--- src/rtl/nvh_pkg.sv ---
package nvh_pkg;

    localparam int ADDR_W = 15;
    localparam int DATA_W = 8;

    typedef enum logic [1:0] {
        PH_IDLE   = 2'd0,
        PH_SETUP  = 2'd1,
        PH_ACCESS = 2'd2,
        PH_PRECH  = 2'd3
    } nvh_phase_e;

    typedef struct packed {
        logic              wr;
        logic [ADDR_W-1:0] addr;
        logic [DATA_W-1:0] data;
    } nvh_req_t;

    typedef struct packed {
        logic ce_n;
        logic we_n;
        logic oe_n;
        logic dout_en;
    } nvh_strb_t;

    function automatic int unsigned cnt_bits(input int unsigned maxval);
        return (maxval < 2) ? 1 : $clog2(maxval + 1);
    endfunction

    function automatic int unsigned max3(input int unsigned a, input int unsigned b,
                                         input int unsigned c);
        int unsigned m;
        m = (a > b) ? a : b;
        return (m > c) ? m : c;
    endfunction

    // Strobe levels for each phase. wr_tail marks the first precharge cycle
    // of a write, in which write enable is kept low so chip enable ends it.
    function automatic nvh_strb_t strobe_for(input nvh_phase_e ph, input logic wr,
                                             input logic wr_tail);
        nvh_strb_t s;
        s = '{ce_n: 1'b1, we_n: 1'b1, oe_n: 1'b1, dout_en: 1'b0};
        unique case (ph)
            PH_IDLE: ;
            PH_SETUP: begin
                s.we_n    = ~wr;
                s.dout_en = wr;
            end
            PH_ACCESS: begin
                s.ce_n    = 1'b0;
                s.we_n    = ~wr;
                s.oe_n    = wr;
                s.dout_en = wr;
            end
            PH_PRECH: begin
                s.we_n    = ~(wr & wr_tail);
                s.dout_en = wr & wr_tail;
            end
            default: ;
        endcase
        return s;
    endfunction

endpackage

--- src/rtl/nvh_phase_timer.sv ---
module nvh_phase_timer #(
    parameter int unsigned CW = 3
) (
    input  logic          clk,
    input  logic          rst,
    input  logic          load,
    input  logic [CW-1:0] load_val,
    output logic          expired
);
    logic [CW-1:0] cnt_q;

    always_ff @(posedge clk) begin
        if (rst)
            cnt_q <= '0;
        else if (load)
            cnt_q <= load_val;
        else if (cnt_q != '0)
            cnt_q <= cnt_q - 1'b1;
    end

    assign expired = (cnt_q == '0);

endmodule

--- src/rtl/nvh_seq.sv ---
module nvh_seq
    import nvh_pkg::*;
#(
    parameter int unsigned SETUP_CYC  = 1,
    parameter int unsigned ACCESS_CYC = 4,
    parameter int unsigned PRECH_CYC  = 3
) (
    input  logic       clk,
    input  logic       rst,
    input  logic       req_valid,
    input  nvh_req_t   req_in,
    output logic       req_ready,
    output nvh_req_t   cur,
    output nvh_phase_e phase,
    output logic       access_last,
    output nvh_strb_t  strb,
    output logic       done
);
    localparam int unsigned CW = cnt_bits(max3(SETUP_CYC, ACCESS_CYC, PRECH_CYC));
    localparam logic [CW-1:0] SETUP_LD  = CW'(SETUP_CYC - 1);
    localparam logic [CW-1:0] ACCESS_LD = CW'(ACCESS_CYC - 1);
    localparam logic [CW-1:0] PRECH_LD  = CW'(PRECH_CYC - 1);

    nvh_phase_e    phase_q, phase_d;
    logic          t_load, t_expired, tail_q;
    logic [CW-1:0] t_val;

    nvh_phase_timer #(.CW(CW)) u_timer (
        .clk      (clk),
        .rst      (rst),
        .load     (t_load),
        .load_val (t_val),
        .expired  (t_expired)
    );

    always_comb begin
        phase_d = phase_q;
        t_load  = 1'b0;
        t_val   = '0;
        unique case (phase_q)
            PH_IDLE: if (req_valid) begin
                phase_d = PH_SETUP;
                t_load  = 1'b1;
                t_val   = SETUP_LD;
            end
            PH_SETUP: if (t_expired) begin
                phase_d = PH_ACCESS;
                t_load  = 1'b1;
                t_val   = ACCESS_LD;
            end
            PH_ACCESS: if (t_expired) begin
                phase_d = PH_PRECH;
                t_load  = 1'b1;
                t_val   = PRECH_LD;
            end
            PH_PRECH: if (t_expired) phase_d = PH_IDLE;
            default: phase_d = PH_IDLE;
        endcase
    end

    always_ff @(posedge clk) begin
        if (rst) begin
            phase_q <= PH_IDLE;
            tail_q  <= 1'b0;
            done    <= 1'b0;
            cur     <= '0;
        end else begin
            phase_q <= phase_d;
            tail_q  <= (phase_q == PH_ACCESS) && (phase_d == PH_PRECH);
            done    <= (phase_q == PH_PRECH) && t_expired;
            if (phase_q == PH_IDLE && req_valid)
                cur <= req_in;
        end
    end

    assign phase       = phase_q;
    assign req_ready   = (phase_q == PH_IDLE);
    assign access_last = (phase_q == PH_ACCESS) && t_expired;
    assign strb        = strobe_for(phase_q, cur.wr, tail_q);

    AST_WE_BEFORE_CE: assert property (@(posedge clk) disable iff (rst)
        ($fell(strb.ce_n) && cur.wr) |-> !strb.we_n);
    AST_CE_ENDS_WRITE: assert property (@(posedge clk) disable iff (rst)
        ($rose(strb.ce_n) && cur.wr) |-> !strb.we_n);
    AST_NO_OE_IN_WRITE: assert property (@(posedge clk) disable iff (rst)
        !strb.we_n |-> strb.oe_n);
    AST_OE_INSIDE_CE: assert property (@(posedge clk) disable iff (rst)
        !strb.oe_n |-> !strb.ce_n);
    AST_PRECH_GAP: assert property (@(posedge clk) disable iff (rst)
        $rose(strb.ce_n) |=> strb.ce_n);
    AST_DONE_PULSE: assert property (@(posedge clk) disable iff (rst)
        done |=> !done);
    AST_BUSY_IGNORES: assert property (@(posedge clk) disable iff (rst)
        (!req_ready && req_valid) |=> $stable(cur));

endmodule

--- src/rtl/nvh_addr_drv.sv ---
module nvh_addr_drv
    import nvh_pkg::*;
#(
    parameter int unsigned HOLD_CYC = 2
) (
    input  logic              clk,
    input  logic              rst,
    input  nvh_phase_e        phase,
    input  logic [ADDR_W-1:0] addr_in,
    output logic [ADDR_W-1:0] mem_addr
);
    localparam int unsigned HW = cnt_bits(HOLD_CYC);
    localparam logic [HW-1:0] HOLD_N = HW'(HOLD_CYC);

    logic [HW-1:0] hold_q;
    logic          addr_vis;

    always_ff @(posedge clk) begin
        if (rst || phase != PH_ACCESS)
            hold_q <= '0;
        else if (hold_q != HOLD_N)
            hold_q <= hold_q + 1'b1;
    end

    assign addr_vis = (phase == PH_SETUP) || (phase == PH_ACCESS && hold_q < HOLD_N);
    assign mem_addr = addr_vis ? addr_in : '0;

    AST_ADDR_HELD: assert property (@(posedge clk) disable iff (rst)
        (addr_vis && $past(addr_vis)) |-> $stable(mem_addr));

endmodule

--- src/rtl/nvh_rd_capture.sv ---
module nvh_rd_capture
    import nvh_pkg::*;
(
    input  logic              clk,
    input  logic              rst,
    input  logic              cap_en,
    input  logic [DATA_W-1:0] din,
    output logic [DATA_W-1:0] rd_data
);
    always_ff @(posedge clk) begin
        if (rst)
            rd_data <= '0;
        else if (cap_en)
            rd_data <= din;
    end

    AST_RDATA_KEPT: assert property (@(posedge clk) disable iff (rst)
        !cap_en |=> $stable(rd_data));

endmodule

--- src/rtl/nvram_host_ctl.sv ---
module nvram_host_ctl
    import nvh_pkg::*;
#(
    parameter int unsigned SETUP_CYC  = 1,
    parameter int unsigned ACCESS_CYC = 4,
    parameter int unsigned HOLD_CYC   = 2,
    parameter int unsigned PRECH_CYC  = 3
) (
    input  logic              clk,
    input  logic              rst,
    input  logic              req_valid,
    input  logic              req_write,
    input  logic [ADDR_W-1:0] req_addr,
    input  logic [DATA_W-1:0] req_wdata,
    output logic              req_ready,
    output logic              done,
    output logic [DATA_W-1:0] rd_data,
    output logic              mem_ce_n,
    output logic              mem_we_n,
    output logic              mem_oe_n,
    output logic [ADDR_W-1:0] mem_addr,
    output logic [DATA_W-1:0] mem_dout,
    output logic              mem_dout_en,
    input  logic [DATA_W-1:0] mem_din
);
    nvh_req_t   req_in, cur;
    nvh_phase_e phase;
    nvh_strb_t  strb;
    logic       access_last;

    assign req_in = '{wr: req_write, addr: req_addr, data: req_wdata};

    nvh_seq #(
        .SETUP_CYC  (SETUP_CYC),
        .ACCESS_CYC (ACCESS_CYC),
        .PRECH_CYC  (PRECH_CYC)
    ) u_seq (
        .clk         (clk),
        .rst         (rst),
        .req_valid   (req_valid),
        .req_in      (req_in),
        .req_ready   (req_ready),
        .cur         (cur),
        .phase       (phase),
        .access_last (access_last),
        .strb        (strb),
        .done        (done)
    );

    nvh_addr_drv #(.HOLD_CYC(HOLD_CYC)) u_addr (
        .clk      (clk),
        .rst      (rst),
        .phase    (phase),
        .addr_in  (cur.addr),
        .mem_addr (mem_addr)
    );

    nvh_rd_capture u_cap (
        .clk     (clk),
        .rst     (rst),
        .cap_en  (access_last && !cur.wr),
        .din     (mem_din),
        .rd_data (rd_data)
    );

    assign mem_ce_n    = strb.ce_n;
    assign mem_we_n    = strb.we_n;
    assign mem_oe_n    = strb.oe_n;
    assign mem_dout_en = strb.dout_en;
    assign mem_dout    = strb.dout_en ? cur.data : '0;

    AST_WDATA_STEADY: assert property (@(posedge clk) disable iff (rst)
        (!mem_we_n && $past(!mem_we_n)) |-> $stable(mem_dout));

endmodule

--- config.mk ---
export PLATFORM = sky130hd
export DESIGN_NAME = nvram_host_ctl
export DESIGN_NICKNAME = d
export VERILOG_FILES = /design/src/rtl/nvh_pkg.sv /design/src/rtl/nvh_phase_timer.sv /design/src/rtl/nvh_seq.sv /design/src/rtl/nvh_addr_drv.sv /design/src/rtl/nvh_rd_capture.sv /design/src/rtl/nvram_host_ctl.sv
export SDC_FILE = /design/constraint.sdc
export NUM_CORES = 1
export LEC_CHECK = 0
export ABC_AREA = 0
export BUFFER_PORTS_ARGS = -buffer_cell sky130_fd_sc_hd__buf_2
export CAP_MARGIN = 20
export CORE_MARGIN = 1
export CORE_UTILIZATION = 53
export CTS_BUF_LIST = sky130_fd_sc_hd__clkbuf_4 sky130_fd_sc_hd__clkbuf_8 sky130_fd_sc_hd__clkbuf_16
export DETAILED_ROUTE_END_ITERATION = 12
export GPL_ROUTABILITY_DRIVEN = 0
export PLACE_DENSITY = 0.84
export SYNTH_ARGS = -nofsm -noshare
export SYNTH_HDL_FRONTEND = slang
export SYNTH_HIERARCHICAL = 1
export SYNTH_SLANG_ARGS = --single-unit
--- constraint.sdc ---
create_clock -name clk -period 4.4 [get_ports clk]
set_clock_uncertainty 0.1 [all_clocks]
set_input_delay 0.88 -clock clk [delete_from_list [all_inputs] [get_ports clk]]
set_output_delay 0.88 -clock clk [all_outputs]
set_load 0.05 [all_outputs]
# Word level (Yosys, flattened, before mapping)
# Index checks and enable logic that the tools add are counted.
[word_totals] regBits=41 wordCells=54
[classes] add_sub_neg=2 order_cmp=1 n_eq_ne=6 muxes=19 bitwise=3 reduce_logical=14
[op_table] cell="15-bit two-way mux" n=1
[op_table] cell="2-bit two-way mux" n=6
[op_table] cell="8-bit two-way mux" n=1
[op_table] cell="2-bit one-hot mux with 4 select lines" n=1
[op_table] cell="2-bit equality test (second input constant)" n=3
[op_table] cell="1-bit logical AND" n=6
[op_table] cell="3-bit two-way mux" n=2
[op_table] cell="1-bit one-hot mux with 2 select lines" n=3
[op_table] cell="3-bit one-hot mux with 2 select lines" n=1
[op_table] cell="1-bit two-way mux" n=4
[op_table] cell="2-bit inequality test (second input constant)" n=2
[op_table] cell="3-bit logical NOT" n=1
[op_table] cell="3-bit nonzero test" n=1
[op_table] cell="3-bit by 1-bit subtractor with 3-bit output (second input constant)" n=1
[op_table] cell="2-bit by 1-bit adder with 2-bit output (second input constant)" n=1
[op_table] cell="2-bit by 1-bit equality test with 1-bit output (second input constant)" n=1
[op_table] cell="2-bit logical NOT" n=1
[op_table] cell="1-bit logical OR" n=2
[op_table] cell="2-bit < comparator (second input constant)" n=1
[op_table] cell="1-bit NOT" n=2
[op_table] cell="2-bit nonzero test" n=1
[op_table] cell="2-bit OR reduction" n=1
[op_table] cell="1-bit bitwise AND" n=1
[op_table] cell="1-bit logical NOT" n=1

# Logic depth before layout (Yosys ltp)
# Gate-level depths: netlist (run 1).
[logic_depth] word_depth=5 mapped_depth=9 ltp_nobuf=8

# Cells and area by module
# The synthesis (run 1) kept the hierarchy.
[modules_own_cells] module="nvh_seq" n_inst=1 cells_per_inst=146 area_per_inst_um2=1261.2 seq_area_each_um2=560.5
[modules_own_cells] module="nvh_rd_capture" n_inst=1 cells_per_inst=26 area_per_inst_um2=285.3 seq_area_each_um2=160.2
[modules_own_cells] module="nvh_addr_drv" n_inst=1 cells_per_inst=29 area_per_inst_um2=279.0 seq_area_each_um2=40.0
[modules_own_cells] module="nvh_phase_timer" n_inst=1 cells_per_inst=22 area_per_inst_um2=206.4 seq_area_each_um2=60.1
[modules_own_cells] module="nvram_host_ctl" n_inst=1 cells_per_inst=9 area_per_inst_um2=56.3 seq_area_each_um2=0.0

# Least setup slack after synthesis (run 1)
# OpenSTA, ideal clock, no wires.
[synth_path] path_type="reg-to-output" from="register u_seq.phase_q[0], in the netlist u_seq/phase[0]" to="output port mem_dout[0]" arrival_time_ns=2.910 required_time_ns=3.420 slack_ns=0.510 path_stages_with_launch=6 path_buffers=0 cell_sequence="dfxtp_1 > inv_1 > ha_1 > a21oi_1 > nor3b_1 > and2_1"
[synth_via] elab_chain_cells=4 elab_cells_between_ends=6 cone_classes="3 x eq/ne; 2 x mux; 1 x reduce/logical"
[synth_lines] element="start, declared" line_no="nvh_seq.sv:24" rtl="nvh_phase_e phase_q, phase_d;"
[synth_lines] element="start signal, assigned" line_no="nvh_seq.sv:68" rtl="phase_q <= phase_d;"
[synth_lines] element="2-bit equality test or 2-bit by 1-bit equality test with 1-bit output (tied branches)" line_no="nvh_pkg.sv:43" rtl="unique case (ph)"
[synth_lines] element="2-bit OR reduction (no line)"
[synth_lines] element="1-bit one-hot mux with 2 select lines (*)" line_no="nvh_pkg.sv:43"
[synth_lines] element="net mem_dout_en" line_no="nvram_host_ctl.sv:23" rtl="output logic mem_dout_en,"
[synth_lines] element="8-bit two-way mux (*)" line_no="nvram_host_ctl.sv:70" rtl="assign mem_dout = strb.dout_en ? cur.data : '0;"
[synth_lines] element="end, declared" line_no="nvram_host_ctl.sv:22" rtl="output logic [DATA_W-1:0] mem_dout,"
# The timed path passes the listed nets; every way through them passes the cells marked *.

# Worst setup path in the final report (run 1)
[layout_path] from="register u_seq.phase_q[0], in the netlist u_seq/phase[0]" to="output port mem_dout[7]"
[layout_via] elab_chain_cells=4 elab_cells_between_ends=6 cone_classes="3 x eq/ne; 2 x mux; 1 x reduce/logical"
[layout_lines] element="2-bit equality test or 2-bit by 1-bit equality test with 1-bit output (tied branches)" line_no="nvh_pkg.sv:43"
[layout_lines] element="2-bit OR reduction (no line)"
[layout_lines] element="1-bit one-hot mux with 2 select lines (*)" line_no="nvh_pkg.sv:43"
[layout_lines] element="8-bit two-way mux (*)" line_no="nvram_host_ctl.sv:70"
# Mark *: on every way between the ends. The rest lies on a longest branch, timed or not.

==> results.json, run 1 <==
{
  "core_mm2": 0.00372,
  "post_synthesis_sequential_element_count": 41,
  "period_utilization_post_route_pct": 81.5,
  "power.density_cell_area_mw_per_mm2": 495,
  "avgRoutedWirePerCell_um": 12.2,
  "via_count_of_the_first_global_routing_pass": 1638,
  "vias_per_cell": 5.07,
  "grt_antenna_before_repair": 0,
  "dp.cells": 339,
  "clk_root_buffer_cell": "clkbuf_8",
  "hold_path_startpoint": "u_seq/cur[20]",
  "floorplan.initialDensity_pct": 56.2,
  "detail_route.first_pass.iterations": 4,
  "drtIter0Drc": 101,
  "min-delay-path-class": "reg2reg",
  "end_kind": "primary output",
  "clock_insertion_delay_worst_skew_ns": 0.29,
  "critPathKind": "reg2out",
  "place_hpwl_mm": 2.92,
  "hold_slack_ns": 0.352,
  "pins_over_slew_limit": 0,
  "final_cells": 347,
  "static-leakage-power_nw": 1.08,
  "final-setup-viol-count": 0,
  "cts.hold.buffers_added": 0,
  "ir_worst_vdd_mv": 0.440,
  "floorplan.die.height_um": 64.8,
  "clk_pin_slew_ns": 0.07,
  "synth.lib_cells_used.distinct": 40,
  "critical_path.max_fanout": 9,
  "postSynthCellCount": 232,
  "gr-usage-met3_pct": 5.99,
  "routed_wl_mm": 4.25,
  "cts.htree.levels": 2,
  "critical_path_required_ns": 3.42,
  "finalCriticalPeriod_ns": 3.59,
  "layout.area.seq_um2": 821,
  "startpoint": "u_seq/phase[0]",
  "fp.dieArea_mm2": 0.00420,
  "clock_tree.buffer_depth": 2,
  "max_freq_mhz": 279,
  "slew_at_the_pin_closest_to_its_max_slew_limit_ns": 0.974,
  "ys_warn_count": 6,
  "setup-tns-final_ns": 0,
  "grt_first_pass_wirelength_mm": 6.99,
  "timing.critical_path.from_type": "flip-flop",
  "detail_route.drc_violations": 0,
  "netlist_area_mm2": 0.00209,
  "filler_cell_count": 326,
  "rsz0062_at_grt": "no",
  "vias": 1760,
  "status": "complete, no violations",
  "finish.net_count": 342,
  "cts_tree": "done",
  "grt.overflow.total": 0,
  "critical_path.reg2reg.startpoint": "u_seq/phase[0]",
  "timing.critical_path.arrival_ns": 2.61,
  "max_cap_violations": 0,
  "cts_buffers": 5,
  "preCtsSetupSlack_ns": 1.13,
  "synth.net_count": 276,
  "grtUsageMet1_pct": 26.3,
  "floorplan.rows": 22,
  "ios": 72,
  "grt_util_met2_pct": 35.5,
  "clock_sinks": 41,
  "syn2layout_area_growth_pct": 19.5,
  "antennaDiodeCount": 0,
  "port_buffers": 71,
  "post-cts-setup-buffer-count": 0,
  "post_route_cells_drive_above_1_share_pct": 37.8,
  "global_route_hottest_layer": "met2",
  "post_cts_resized": 0,
  "seq_area_frac_synth_pct": 39.3,
  "dieWidth_um": 64.8,
  "multiInputGateArea_mm2": 0.00113,
  "hold_viol": 0,
  "grtUsageTotal_pct": 21.4,
  "postRouteAntennaNets": 0,
  "pin_count_of_the_biggest_net_entering_global_routing": 42,
  "setup_ws_ns": 0.814,
  "slew_headroom_pct": 34.9,
  "synth_area_per_cell_um2": 9.00
}
-- power breakdown --
part | switching, W | total (W) | internal (W)
Combinational | 0.000338 | 0.000511 | 0.000173
Clock | 0.000123 | 0.000265 | 0.000142
Sequential | 0.0000361 | 0.000459 | 0.000422
Total | 0.000497 | 0.00123 | 0.000737
-- cell families (layout without fill, tap and decap cells) --
kind of cell | after synthesis | after routing | synth area share, %
buffers and inverters | 20 | 87 | 6.71
XOR/XNOR | 1 | 1 | 0.419
AND/OR/NAND/NOR | 98 | 98 | 23.5
other | 1 | 1 | 0.180
multiplexers | 8 | 8 | 3.83
AO/OA/AOI/OAI | 54 | 54 | 20.7
flip-flops | 41 | 41 | 39.3
adder cells (fa/ha/maj) | 9 | 9 | 5.39
-- Yosys cell counts (all sizes together) --
library cell,count,area share [%]
or3b,2,0.96
nor2b,8,2.8
nand2b,4,1.2
a221oi,1,0.42
a21oi,28,8.7
clkbuf,1,0.18
a311oi,1,0.72
nor3b,1,0.36
a211oi,3,1.1
o21ai,1,0.24
a21boi,15,7.2
and3,1,0.30
mux2i,8,3.8
or2,2,0.60
buf,11,5.1
or2b,2,0.72
nor2,13,2.3
inv,8,1.4
xor2,1,0.42
dfxtp,41,39
nor4b,2,0.84
ha,9,5.4
nor3,1,0.24
o22ai,1,0.30
nand2,52,10
a2111oi,3,1.7
conb,1,0.18
and2,10,3.1
o21bai,1,0.36
-- path summary, 6_finish.rpt --
check	slack, ns	end	depth (start not counted)
setup / recovery	0.81	mem_dout[7]	6
hold / removal	0.35	u_seq/cur[20]	2
setup reg to reg	1.77	u_seq/u_timer/cnt_q[0]	6
hold reg to reg	0.35	u_seq/cur[20]	2
-- registers in the layout, summed over array words and instances, names as in the netlist --
register	cells
u_seq/phase	2
u_addr/hold_q	2
u_seq/done	1
u_seq/cur	24
u_seq/u_timer/cnt_q	3
u_cap/rd_data	8
u_seq/tail_q	1
-- layout make-up --
| class | count | area share, % |
|---|---|---|
| clock buffer | 7 | 3.86 |
| clock inverter | 1 | 0.201 |
| inverter | 8 | 1.20 |
| multi-input combinational | 171 | 45.2 |
| sequential | 41 | 32.9 |
| tap | 48 | 2.41 |
| timing repair buffer | 71 | 14.2 |
-- stage by stage --
stage	util [%]	total power (W)	cell area (um2)
finish	67.1	0.00123	2490
global route	67.1	0.00132	2490
floorplan	-	0.000905	2090
global placement	64.4	0.000959	2390
detailed placement	64.4	0.000975	2390
CTS	67.1	0.00124	2490
-- layer usage --
metal	part of all wire (%)	wire length, um
met5	0	0
met1	46	1940
met4	0.49	21
met3	5.3	225
met2	49	2060
-- worst max-delay path: stages, from the launching register on --
cell and delay [ns]:
dfxtp_1 0.48, inv_1 0.14, ha_1 0.35, a21oi_1 0.05, nor3b_1 0.79, and2_1 0.23, buf_2 0.27
-- cell usage in the layout (no fill, tap or decap), types with 2 or more instances in the layout --
master      n
buf_2      71
nand2b_1    4
nor2b_1     7
inv_1       8
a2111oi_1   2
mux2i_1     8
nand2_1    46
nor2_1     13
a21boi_2   10
nand2_2     6
a21oi_2    11
clkbuf_8    7
and2_1      9
a21oi_1    17
or2b_1      2
or2_2       2
nor4b_1     2
ha_1        9
a21boi_0    5
a211oi_1    3
dfxtp_1    41
Note: power is estimated with default switching activity, not from simulation.
==> run 2, diff against run 1 <==
--- a/config.mk
+++ b/config.mk
@@ -9,11 +9,11 @@
 export BUFFER_PORTS_ARGS = -buffer_cell sky130_fd_sc_hd__buf_2
 export CAP_MARGIN = 20
 export CORE_MARGIN = 1
-export CORE_UTILIZATION = 53
+export CORE_UTILIZATION = 50
 export CTS_BUF_LIST = sky130_fd_sc_hd__clkbuf_4 sky130_fd_sc_hd__clkbuf_8 sky130_fd_sc_hd__clkbuf_16
 export DETAILED_ROUTE_END_ITERATION = 12
 export GPL_ROUTABILITY_DRIVEN = 0
-export PLACE_DENSITY = 0.84
+export PLACE_DENSITY = 0.8
 export SYNTH_ARGS = -nofsm -noshare
 export SYNTH_HDL_FRONTEND = slang
 export SYNTH_HIERARCHICAL = 1
==> constraint.sdc (replaced) <==
create_clock -name clk -period 3.7 [get_ports clk]
set_clock_uncertainty 0.1 [all_clocks]
set_input_delay 0.74 -clock clk [delete_from_list [all_inputs] [get_ports clk]]
set_output_delay 0.74 -clock clk [all_outputs]
set_load 0.05 [all_outputs]
==> run 2 against run 1 <==
Net effect: sequential share of layout area stayed put; clock-buffer cell count shrank 1; cell area did not move; power is 17% higher; sequential power grew 19%; register-to-register slack got worse by 0.44 ns; critical path depth unchanged; worst setup slack got worse by 0.29 ns; worst hold slack about the same; largest cell class unchanged; highest routed layer unchanged.
==> results.json, run 2 (synthesis gave the netlist of run 1 again) <==
{
  "status": "complete, no violations",
  "floorplan.die.height_um": 66.6,
  "place_hpwl_mm": 3.00,
  "layout.cells.most_common_list": "buf_2, nand2_1, dfxtp_1, a21oi_1, nor2_1",
  "grt.overflow.total": 0,
  "critical-path-slowest-cell": "dfxtp_1",
  "core_mm2": 0.00400,
  "grtUsageTotal_pct": 20.3,
  "hold_viol": 0,
  "pins_over_slew_limit": 0,
  "static-leakage-power_nw": 1.08,
  "critPathKind": "reg2out",
  "cts_tree": "done",
  "wl_on_met1_mm": 1.92,
  "clk_pin_slew_ns": 0.08,
  "postRouteAntennaNets": 0,
  "fp.dieArea_mm2": 0.00444,
  "setup-tns-final_ns": 0,
  "detail_route.first_pass.iterations": 5,
  "finalCriticalPeriod_ns": 3.17,
  "clock_insertion_delay_worst_skew_ns": 0.30,
  "period_utilization_post_route_pct": 85.7,
  "timing.critical_path.from_type": "flip-flop",
  "regMostFlops": "u_seq/cur",
  "dieWidth_um": 66.6,
  "min-delay-path-class": "reg2reg",
  "pin_count_of_the_biggest_net_entering_global_routing": 42,
  "slew_headroom_pct": 36.4,
  "detail_route.drc_violations": 0,
  "filler_cell_count": 347,
  "slew_at_the_pin_closest_to_its_max_slew_limit_ns": 0.952,
  "cts_buffers": 5,
  "layout.cells.most_common": "buf_2",
  "cts.hold.buffers_added": 0,
  "vias_per_cell": 5.05,
  "fin_util_pct": 62.4,
  "avgRoutedWirePerCell_um": 12.4,
  "post_route_cells_drive_above_1_share_pct": 38.3,
  "reg_top3": "u_seq/cur x24, u_cap/rd_data x8, u_seq/u_timer/cnt_q x3",
  "timing.critical_path.arrival_ns": 2.33,
  "clk_root_buffer_cell": "clkbuf_8",
  "floorplan.rows": 23,
  "ios": 72,
  "grt_antenna_before_repair": 0,
  "path_cells": "inv_1, ha_1, a21oi_1, nor3b_2, and2_1, buf_2",
  "p_total_w": 0.00145,
  "clock_sinks": 41,
  "largest_register_ff_count": 24,
  "syn2layout_area_growth_pct": 19.5,
  "cts.htree.levels": 2,
  "via_count_of_the_first_global_routing_pass": 1533,
  "power.density_cell_area_mw_per_mm2": 581,
  "max_freq_mhz": 315,
  "grt_first_pass_wirelength_mm": 6.78,
  "max_cap_violations": 0,
  "finish.net_count": 343,
  "final_cells": 350,
  "ir_worst_vdd_mv": 0.461,
  "vias": 1768,
  "clock_tree.buffer_depth": 2,
  "critical_path_required_ns": 2.86,
  "cp_slowest_stage_delay_ns": 0.49,
  "post_cts_resized": 0,
  "drtIter0Drc": 95,
  "route.met2.wl_mm": 2.11,
  "antennaDiodeCount": 0,
  "top_layer_used": "met4",
  "floorplan.initialDensity_pct": 52.2,
  "post-cts-setup-buffer-count": 0,
  "critical_path.max_fanout": 9,
  "end_kind": "primary output",
  "dp.cells": 342,
  "final-setup-viol-count": 0,
  "routed-wl-met3_um": 236,
  "routed_wl_mm": 4.34,
  "port_buffers": 71,
  "rsz0062_at_grt": "no"
}
## run 2: cell types whose count changed in the layout (fill, tap and decap cells not counted), sizes merged
cell / previous run / this run
buf: 71 / 72
clkbuf: 7 / 6
clkinv: 1 / 2
## run 2: metrics by stage
step | hold WS (ns) | worst slack (ns) | area (um2)
finish | 0.352 | 0.529 | 2490
global route | 0.379 | 0.349 | 2490
CTS | 0.355 | 0.526 | 2490
detailed placement | 0.343 | 0.852 | 2410
global placement | 0.338 | 0.977 | 2410
floorplan | 0.332 | 0.597 | 2090
## run 2: report_power, final
| part | internal [W] | total, W | switching (W) |
|---|---|---|---|
| combinational | 0.000211 | 0.000616 | 0.000405 |
| clock | 0.000138 | 0.000289 | 0.000151 |
| sequential | 0.000502 | 0.000544 | 0.0000418 |
## run 2: worst paths after layout
path | start | endpoint | slack (ns) | depth (start not counted)
min reg2reg | u_seq/cur[16] | u_seq/cur[16] | 0.35 | 2
max reg2reg | u_seq/u_timer/cnt_q[0] | u_cap/rd_data[0] | 1.33 | 8
max | u_seq/phase[0] | mem_dout[7] | 0.53 | 6
min | u_seq/cur[16] | u_seq/cur[16] | 0.35 | 2
## run 2: layout make-up
type | instances | area [um2] | area share [%]
clock inverters | 2 | 10.0 | 0.401
inverters | 8 | 30.0 | 1.20
flip-flops and latches | 41 | 821 | 32.9
multi-input cells | 171 | 1130 | 45.4
well taps | 50 | 62.6 | 2.51
repair buffers | 72 | 363 | 14.5
clock buffers | 6 | 76.3 | 3.06
## run 2: routing by layer
| layer | track usage [%] | vias up |
|---|---|---|
| li1 | - | 902 |
| met1 | 25.1 | 806 |
| met2 | 33.8 | 53 |
| met3 | 4.97 | 7 |
| met4 | 7.18 | 0 |
| met5 | 0 | - |
## run 2: worst max-delay path, delay by kind of cell, from the launching register on
family	cells	cell delay, ns
AOI/OAI and AO/OA	1	0.08
adders and majority gates	1	0.38
buffers and inverters	2	0.40
DFF	1	0.49
and+or+nand+nor	2	0.69
